$ cat config.mk
export PLATFORM = sky130hd
export DESIGN_NAME = edge_irq_status
export DESIGN_NICKNAME = d
export VERILOG_FILES = /design/src/rtl/edge_irq_pkg.sv /design/src/rtl/edge_sync_det.sv /design/src/rtl/edge_status_reg.sv /design/src/rtl/edge_irq_gate.sv /design/src/rtl/sci_pulse_gen.sv /design/src/rtl/edge_irq_status.sv
export SDC_FILE = /design/constraint.sdc
export NUM_CORES = 1
export LEC_CHECK = 0
export BUFFER_PORTS_ARGS = -buffer_cell sky130_fd_sc_hd__buf_2
export CAP_MARGIN = 20
export CELL_PAD_IN_SITES_DETAIL_PLACEMENT = 0
export CELL_PAD_IN_SITES_GLOBAL_PLACEMENT = 2
export CORE_ASPECT_RATIO = 1.25
export CORE_MARGIN = 2
export CORE_UTILIZATION = 30
export CTS_BUF_LIST = sky130_fd_sc_hd__clkbuf_4 sky130_fd_sc_hd__clkbuf_8
export DETAILED_ROUTE_END_ITERATION = 7
export PLACE_DENSITY_LB_ADDON = 0.08
export SETUP_SLACK_MARGIN = 0.02
export SLEW_MARGIN = 0
export SYNTH_ARGS = -nofsm -noshare
export SYNTH_HDL_FRONTEND = slang
export SYNTH_SLANG_ARGS = --single-unit
$ cat constraint.sdc
create_clock -name clk_i -period 1.1 [get_ports clk_i]
set_clock_uncertainty 0.15 [all_clocks]
set_input_delay 0.11 -clock clk_i [delete_from_list [all_inputs] [get_ports clk_i]]
set_output_delay 0.11 -clock clk_i [all_outputs]
set_load 0.1 [all_outputs]
$ cat src/rtl/edge_irq_pkg.sv
package edge_irq_pkg;
  parameter int unsigned DEF_NPIN  = 4;
  parameter int unsigned DEF_NGRP  = 2;
  parameter int unsigned DEF_REG_W = 8;

  // pins are split evenly, low pins in group 0
  function automatic int unsigned grp_of(int unsigned pin, int unsigned npin, int unsigned ngrp);
    return pin / (npin / ngrp);
  endfunction
endpackage

$ cat src/rtl/edge_sync_det.sv
module edge_sync_det #(
  parameter int unsigned STAGES = 2
) (
  input  logic clk_i,
  input  logic rst_ni,
  input  logic pin_i,
  output logic edge_o
);
  logic [STAGES-1:0] sync_q;
  logic              prev_q;

  always_ff @(posedge clk_i or negedge rst_ni) begin
    if (!rst_ni) begin
      sync_q <= '0;
      prev_q <= 1'b0;
    end else begin
      sync_q <= {sync_q[STAGES-2:0], pin_i};
      prev_q <= sync_q[STAGES-1];
    end
  end

  assign edge_o = sync_q[STAGES-1] ^ prev_q;
endmodule

$ cat src/rtl/edge_status_reg.sv
module edge_status_reg #(
  parameter int unsigned NPIN  = 4,
  parameter int unsigned REG_W = 8
) (
  input  logic             clk_i,
  input  logic             rst_ni,
  input  logic [NPIN-1:0]  edge_i,
  input  logic             por_evt_i,
  input  logic             wr_i,
  input  logic             rd_i,
  input  logic [REG_W-1:0] wdata_i,
  output logic [NPIN-1:0]  sts_o,
  output logic             por_flag_o,
  output logic [REG_W-1:0] rdata_o
);
  localparam int unsigned POR_BIT = NPIN;

  logic [NPIN-1:0]  sts_q;
  logic             por_q;
  logic [NPIN-1:0]  clr_pin;
  logic             clr_por;
  logic [REG_W-1:0] rd_word;
  logic [REG_W-1:0] rdata_q;
  logic             unused_wdata;

  assign clr_pin      = wr_i ? wdata_i[NPIN-1:0] : '0;
  assign clr_por      = wr_i & wdata_i[POR_BIT];
  assign unused_wdata = ^wdata_i[REG_W-1:POR_BIT+1];

  // set has priority over a same-cycle clear
  always_ff @(posedge clk_i or negedge rst_ni) begin
    if (!rst_ni) begin
      sts_q <= '0;
      por_q <= 1'b0;
    end else begin
      sts_q <= (sts_q & ~clr_pin) | edge_i;
      por_q <= (por_q & ~clr_por) | por_evt_i;
    end
  end

  always_comb begin
    rd_word              = '0;
    rd_word[NPIN-1:0]    = sts_q;
    rd_word[POR_BIT]     = por_q;
  end

  always_ff @(posedge clk_i or negedge rst_ni) begin
    if (!rst_ni)   rdata_q <= '0;
    else if (rd_i) rdata_q <= rd_word;
  end

  assign sts_o      = sts_q;
  assign por_flag_o = por_q;
  assign rdata_o    = rdata_q;
endmodule

$ cat src/rtl/edge_irq_gate.sv
module edge_irq_gate
  import edge_irq_pkg::*;
#(
  parameter int unsigned NPIN = 4,
  parameter int unsigned NGRP = 2
) (
  input  logic [NPIN-1:0] sts_i,
  input  logic [NPIN-1:0] en_i,
  input  logic [NPIN-1:0] mode_i,
  input  logic [NGRP-1:0] grp_en_i,
  output logic            irq_o
);
  logic [NPIN-1:0] hit;

  for (genvar g = 0; g < NPIN; g++) begin : g_pin
    localparam int unsigned GI = grp_of(g, NPIN, NGRP);
    assign hit[g] = sts_i[g] & en_i[g] & mode_i[g] & grp_en_i[GI];
  end

  assign irq_o = |hit;
endmodule

$ cat src/rtl/sci_pulse_gen.sv
module sci_pulse_gen (
  input  logic clk_i,
  input  logic rst_ni,
  input  logic pwr_on_i,
  input  logic flag_i,
  output logic sci_o
);
  logic pwr_q;
  logic sci_q;

  always_ff @(posedge clk_i or negedge rst_ni) begin
    if (!rst_ni) begin
      pwr_q <= 1'b0;
      sci_q <= 1'b0;
    end else begin
      pwr_q <= pwr_on_i;
      sci_q <= pwr_on_i & ~pwr_q & flag_i;
    end
  end

  assign sci_o = sci_q;
endmodule

$ cat src/rtl/edge_irq_status.sv
module edge_irq_status
  import edge_irq_pkg::*;
#(
  parameter int unsigned NPIN        = DEF_NPIN,
  parameter int unsigned NGRP        = DEF_NGRP,
  parameter int unsigned REG_W       = DEF_REG_W,
  parameter int unsigned SYNC_STAGES = 2
) (
  input  logic             clk_i,
  input  logic             rst_ni,
  input  logic [NPIN-1:0]  pin_i,
  input  logic [NPIN-1:0]  mode_sel_i,
  input  logic [NPIN-1:0]  irq_en_i,
  input  logic [NGRP-1:0]  grp_en_i,
  input  logic             por_evt_i,
  input  logic             pwr_on_i,
  input  logic             reg_sel_i,
  input  logic             reg_we_i,
  input  logic [REG_W-1:0] reg_wdata_i,
  output logic [REG_W-1:0] reg_rdata_o,
  output logic             irq_o,
  output logic             sci_req_o
);
  logic [NPIN-1:0] edge_w;
  logic [NPIN-1:0] sts_w;
  logic            por_flag_w;
  logic            wr_w;
  logic            rd_w;

  assign wr_w = reg_sel_i & reg_we_i;
  assign rd_w = reg_sel_i & ~reg_we_i;

  for (genvar p = 0; p < NPIN; p++) begin : g_sync
    edge_sync_det #(.STAGES(SYNC_STAGES)) u_det (
      .clk_i (clk_i),
      .rst_ni(rst_ni),
      .pin_i (pin_i[p]),
      .edge_o(edge_w[p])
    );
  end

  edge_status_reg #(.NPIN(NPIN), .REG_W(REG_W)) u_sts (
    .clk_i     (clk_i),
    .rst_ni    (rst_ni),
    .edge_i    (edge_w),
    .por_evt_i (por_evt_i),
    .wr_i      (wr_w),
    .rd_i      (rd_w),
    .wdata_i   (reg_wdata_i),
    .sts_o     (sts_w),
    .por_flag_o(por_flag_w),
    .rdata_o   (reg_rdata_o)
  );

  edge_irq_gate #(.NPIN(NPIN), .NGRP(NGRP)) u_gate (
    .sts_i   (sts_w),
    .en_i    (irq_en_i),
    .mode_i  (mode_sel_i),
    .grp_en_i(grp_en_i),
    .irq_o   (irq_o)
  );

  sci_pulse_gen u_sci (
    .clk_i   (clk_i),
    .rst_ni  (rst_ni),
    .pwr_on_i(pwr_on_i),
    .flag_i  (por_flag_w),
    .sci_o   (sci_req_o)
  );
endmodule

Word-level counts from Yosys, hierarchy flattened

Cells that the tools add are included.

Order comparisons: 0
Multiplexer cells: 1
Div/mod/pow operators: 0
Multiply operators: 0
Equality and inequality tests: 0
Bitwise operators: 29
Reductions and logical operators: 1
Add/subtract/negate cells: 0
Shifts and indexed selects: 0

Operator list:

| cell               | number |
|---|---|
| 1-bit bitwise AND  | 18 |
| 4-bit bitwise AND  | 1 |
| 4-bit two-way mux  | 1 |
| 4-bit inverter     | 1 |
| 4-bit bitwise OR   | 1 |
| 4-bit OR reduction | 1 |
| 1-bit XOR          | 4 |
| 1-bit inverter     | 3 |
| 1-bit bitwise OR   | 1 |

Memory bits (read-only): 0
Bits in writable memories: 0
Input bits: 28
Bits in registers: 24
Memories kept: 0
Bits in latches: 0
Output and inout bits: 10

Depth between registers and ports, before layout

Depth in word-level cells: 5
Gate-level depth with buffers: 3
Mapped depth without buffers: 3

Cells and area by module

Synthesis repeated with hierarchy kept, for this count alone.

Cell total of the unflattened synthesis: 55
Area, all modules: 834.6 um^2

Modules (own cells, without submodules):

| module          | instances | area each (um^2) | cells each |
|---|---|---|---|
| edge_status_reg | 1         | 389.1            | 29 |
| edge_sync_det   | 4         | 83.8             | 4 |
| sci_pulse_gen   | 1         | 58.8             | 3 |
| edge_irq_gate   | 1         | 35.0             | 5 |
| edge_irq_status | 1         | 16.3             | 2 |

Worst setup path before layout

OpenSTA, ideal clock, no wires.

Path type: reg-to-output
Start point: reg u_sts.sts_q[1] (netlist: u_sts.sts_o[1])
End point: out irq_o
Data required time: 0.840 ns
Slack: -0.609 ns
Arrival time: 1.449 ns
Cell stages (with the launch flop): 4
Cells stage by stage: dfrtp_1 -> and4_1 -> a41oi_1 -> nand3_1

Cells in the longest elaborated chain, start to end: 4

RTL lines:

| what                            | line                  | source |
|---|---|---|
| from (decl)                     | edge_status_reg.sv:18 | `logic [NPIN-1:0] sts_q;` |
| from (signal assigned)          | edge_status_reg.sv:36 | `sts_q <= (sts_q & ~clr_pin) \| edge_i;` |
| 1-bit bitwise AND (3 in series) | edge_irq_gate.sv:17   | `assign hit[g] = sts_i[g] & en_i[g] & mode_i[g] & grp_en_i[GI];` |
| 4-bit OR reduction              | edge_irq_gate.sv:20   | `assign irq_o = \|hit;` |
| to (decl)                       | edge_irq_status.sv:21 | `output logic irq_o,` |

Every way passes these cells.

Worst setup path after layout

Same ends and word-level chain as after synthesis.

==> metrics.yaml <==
detailed_routing:
  num_vias: 615
  via_per_inst: 4.16
  wirelength_mm: 1.57
  antenna_left: 0
  wire_per_inst_um: 10.6
  drc: 0
  drt_iter0_drc: 2
  dr.pass1.iters: 2
floorplan:
  dieArea_sq_um: 3300
  rows: 21
  ioPinCount: 38
  die_y_um: 63.7
  fp.dieW_um: 51.8
  core_sq_um: 2710
  start_util: 0.316
logic_synthesis:
  netlist_instances: 59
  synth_top_area_frac: 0.702
  synth_top_area_cell: "dfrtp_1"
  ys_warn_count: 0
  avgSynthCellArea_sq_um: 14.5
  synth_seq_cells: 24
  synth.distinct_cells: 13
  yosysSeqAreaShare: 0.702
  synthTopCellsByArea: "dfrtp_1 70%, mux2_4 8.8%, xnor2_1 4.1%"
  synthesis.area_sq_um: 856
worst_setup_path:
  arrival_ns: 1.33
  cp-startpoint: "u_sts.sts_o[1]"
  r2r_slack_ns: -0.03
  endpoint: "irq_o"
  path_class: "reg -> out"
  path_max_fanout: 2
  endpoint_kind: "output pin"
  worstSetupStartpointType: "register"
  reg2reg_depth: 2
  required_ns: 0.84
  r2r_start: "u_sts.rdata_o[3]"
  r2r-end: "u_sts.rdata_o[3]"
global_routing:
  grt_max_degree: 16
  grt_antenna_before_repair: 0
  grt_pass1_wl_mm: 2.52
  globalRouteTotalUtil: 0.102
  grt-ovfl-total: 0
  grt_pass1_vias: 585
place:
  hpwl_mm: 1.21
  port_buffers: 31
  gp_congestion: 0.702
  placedCellCount: 129
  post-place-ws_ns: -0.251
clocking:
  path_clk_slew_ns: 0.12
  htreeDepth: 1
  cts_inserted_buffers: 3
  cts_tree: "done"
  clkLatencyLatePin_ns: 0.30
  cts_buffer_depth: 2
  cts.sinks: 24
  root_buffer: "clkbuf_4"
run_status:
  violations: "hold timing, setup timing"
  status: "finished with violations"
sta:
  fin_crit_sh: 1.44
  fin_crit_ns: 1.59
  finalSetupViolCount: 9
  drv_slew: 0
  finalHoldViolCount: 2
  rsz0062_at_grt: "true"
  hold_slack_ns: -0.00162
  max_freq_mhz: 630
  layout_setup_ws_ns: -0.488
cells_and_area:
  antennaDiodeCount: 0
  syn_to_final_growth_pct: 67.0
  nets: 143
  n_fill_cell: 242
  drive_gt1_frac: 0.500
  stdcell_count: 148
  fin_util: 0.528
min_path:
  hold_depth: 4
  min_path_type: "in -> reg"
power:
  leakage_nw: 0.668
  p_total_mw: 2.04
  powerDensity_nw_per_um2: 1420
  vdd_ir_drop_max_mv: 0.905
job:
  drv_cap: 0
-- cell usage after synthesis (all sizes together) --
master and n:
mux2 5, nand2b 1, conb 1, nor2 1, buf 3, nand4 2, nand3 6, a41oi 1
and4 1, xnor2 4, a21o 1, dfrtp 24, nand2 9
-- per-layer routing --
metal / routed length, um / share of wire / track usage / vias up
li1: - / - / - / 305
met1: 714 / 0.45 / 0.133 / 286
met2: 719 / 0.46 / 0.152 / 22
met3: 124 / 0.079 / 0.0237 / 2
met4: 14 / 0.0089 / 0.0592 / 0
met5: 0 / 0 / 0 / -
-- sequential cells by signal (all words and copies together), names as in the netlist --
name	cells
g_sync.u_det.sync_q	8
u_sts.rdata_o	5
g_sync.u_det.prev_q	4
u_sts.sts_o	4
u_sci.pwr_q	1
u_sci.sci_o	1
u_sts.por_flag_o	1
-- what timing repair did --
| item | 4_1_cts | 5_1_grt |
|---|---|---|
| setup endpoints to repair | 7 | 10 |
| endpoints found under the hold margin | 35 | 0 |
| hold buffers | 14 | 0 |
| gates resized for setup | 4 | 3 |
| setup buffers | 1 | 3 |
-- critical path, stage by stage, from the launching register on --
cell and delay, ns:
dfrtp_1 0.39, and4_1 0.15, a41oi_2 0.20, nand3_4 0.09, buf_8 0.18
-- how the worst min path moves through the flow --
stage / startpoint / end
4_1_cts: rst_ni / u_sci.pwr_q
6_report: reg_sel_i / u_sts.sts_o[1]
3_5_place_dp: rst_ni / u_sci.pwr_q
2_1_floorplan: rst_ni / g_sync[0].u_det.prev_q
5_1_grt: reg_sel_i / u_sts.sts_o[2]
3_3_place_gp: rst_ni / u_sci.pwr_q
-- cell usage in the layout, fill, tap and decap left out, drive strengths merged --
cell,Yosys,layout
xnor2,4,4
nand3,6,6
nand4,2,2
conb,1,3
nand2,9,9
buf,3,39
mux2,5,5
a41oi,1,1
a21o,1,1
dlygate4sd3,0,13
clkbuf,0,4
nor2,1,1
dfrtp,24,24
nand2b,1,1
and4,1,1
-- cell type report --
cell class	count	area (sq um)	share of cell area
well taps	34	42.5	0.0298
repair buffers	52	469	0.328
clock buffers	4	36.3	0.0254
flip-flops and latches	24	621	0.434
multi-input cells	34	260	0.182
-- cells by family (layout without fill, tap and decap cells) --
kind of cell,Yosys count,in the layout,share of synthesized area
AOI/OAI and AO/OA,2,2,0.0190
xor gates and xnor gates,4,4,0.0409
buffers and inverters,3,56,0.0263
DFF,24,24,0.702
muxes,5,5,0.0877
other,1,3,0.00438
and+or+nand+nor,20,20,0.120
-- power by group --
part / total (mW) / internal, mW / switching (mW) / leakage, nW
logic: 0.597 / 0.256 / 0.341 / 0.390
clock network: 0.441 / 0.202 / 0.239 / 0.0210
registers: 0.998 / 0.955 / 0.0437 / 0.258
total: 2.04 / 1.41 / 0.624 / 0.668
-- stage by stage --
step | setup TNS [ns] | hold slack, ns | cell area, sq um
after CTS | -1.45 | 0.0232 | 1420
after global placement | -0.240 | -0.164 | 1230
after detailed placement | -0.251 | -0.159 | 1230
after floorplan | -0.508 | -0.336 | 903
final | -1.33 | -0.00162 | 1430
after global routing | -1.67 | 0.000726 | 1430
Note: power is estimated with default switching activity, not from simulation.
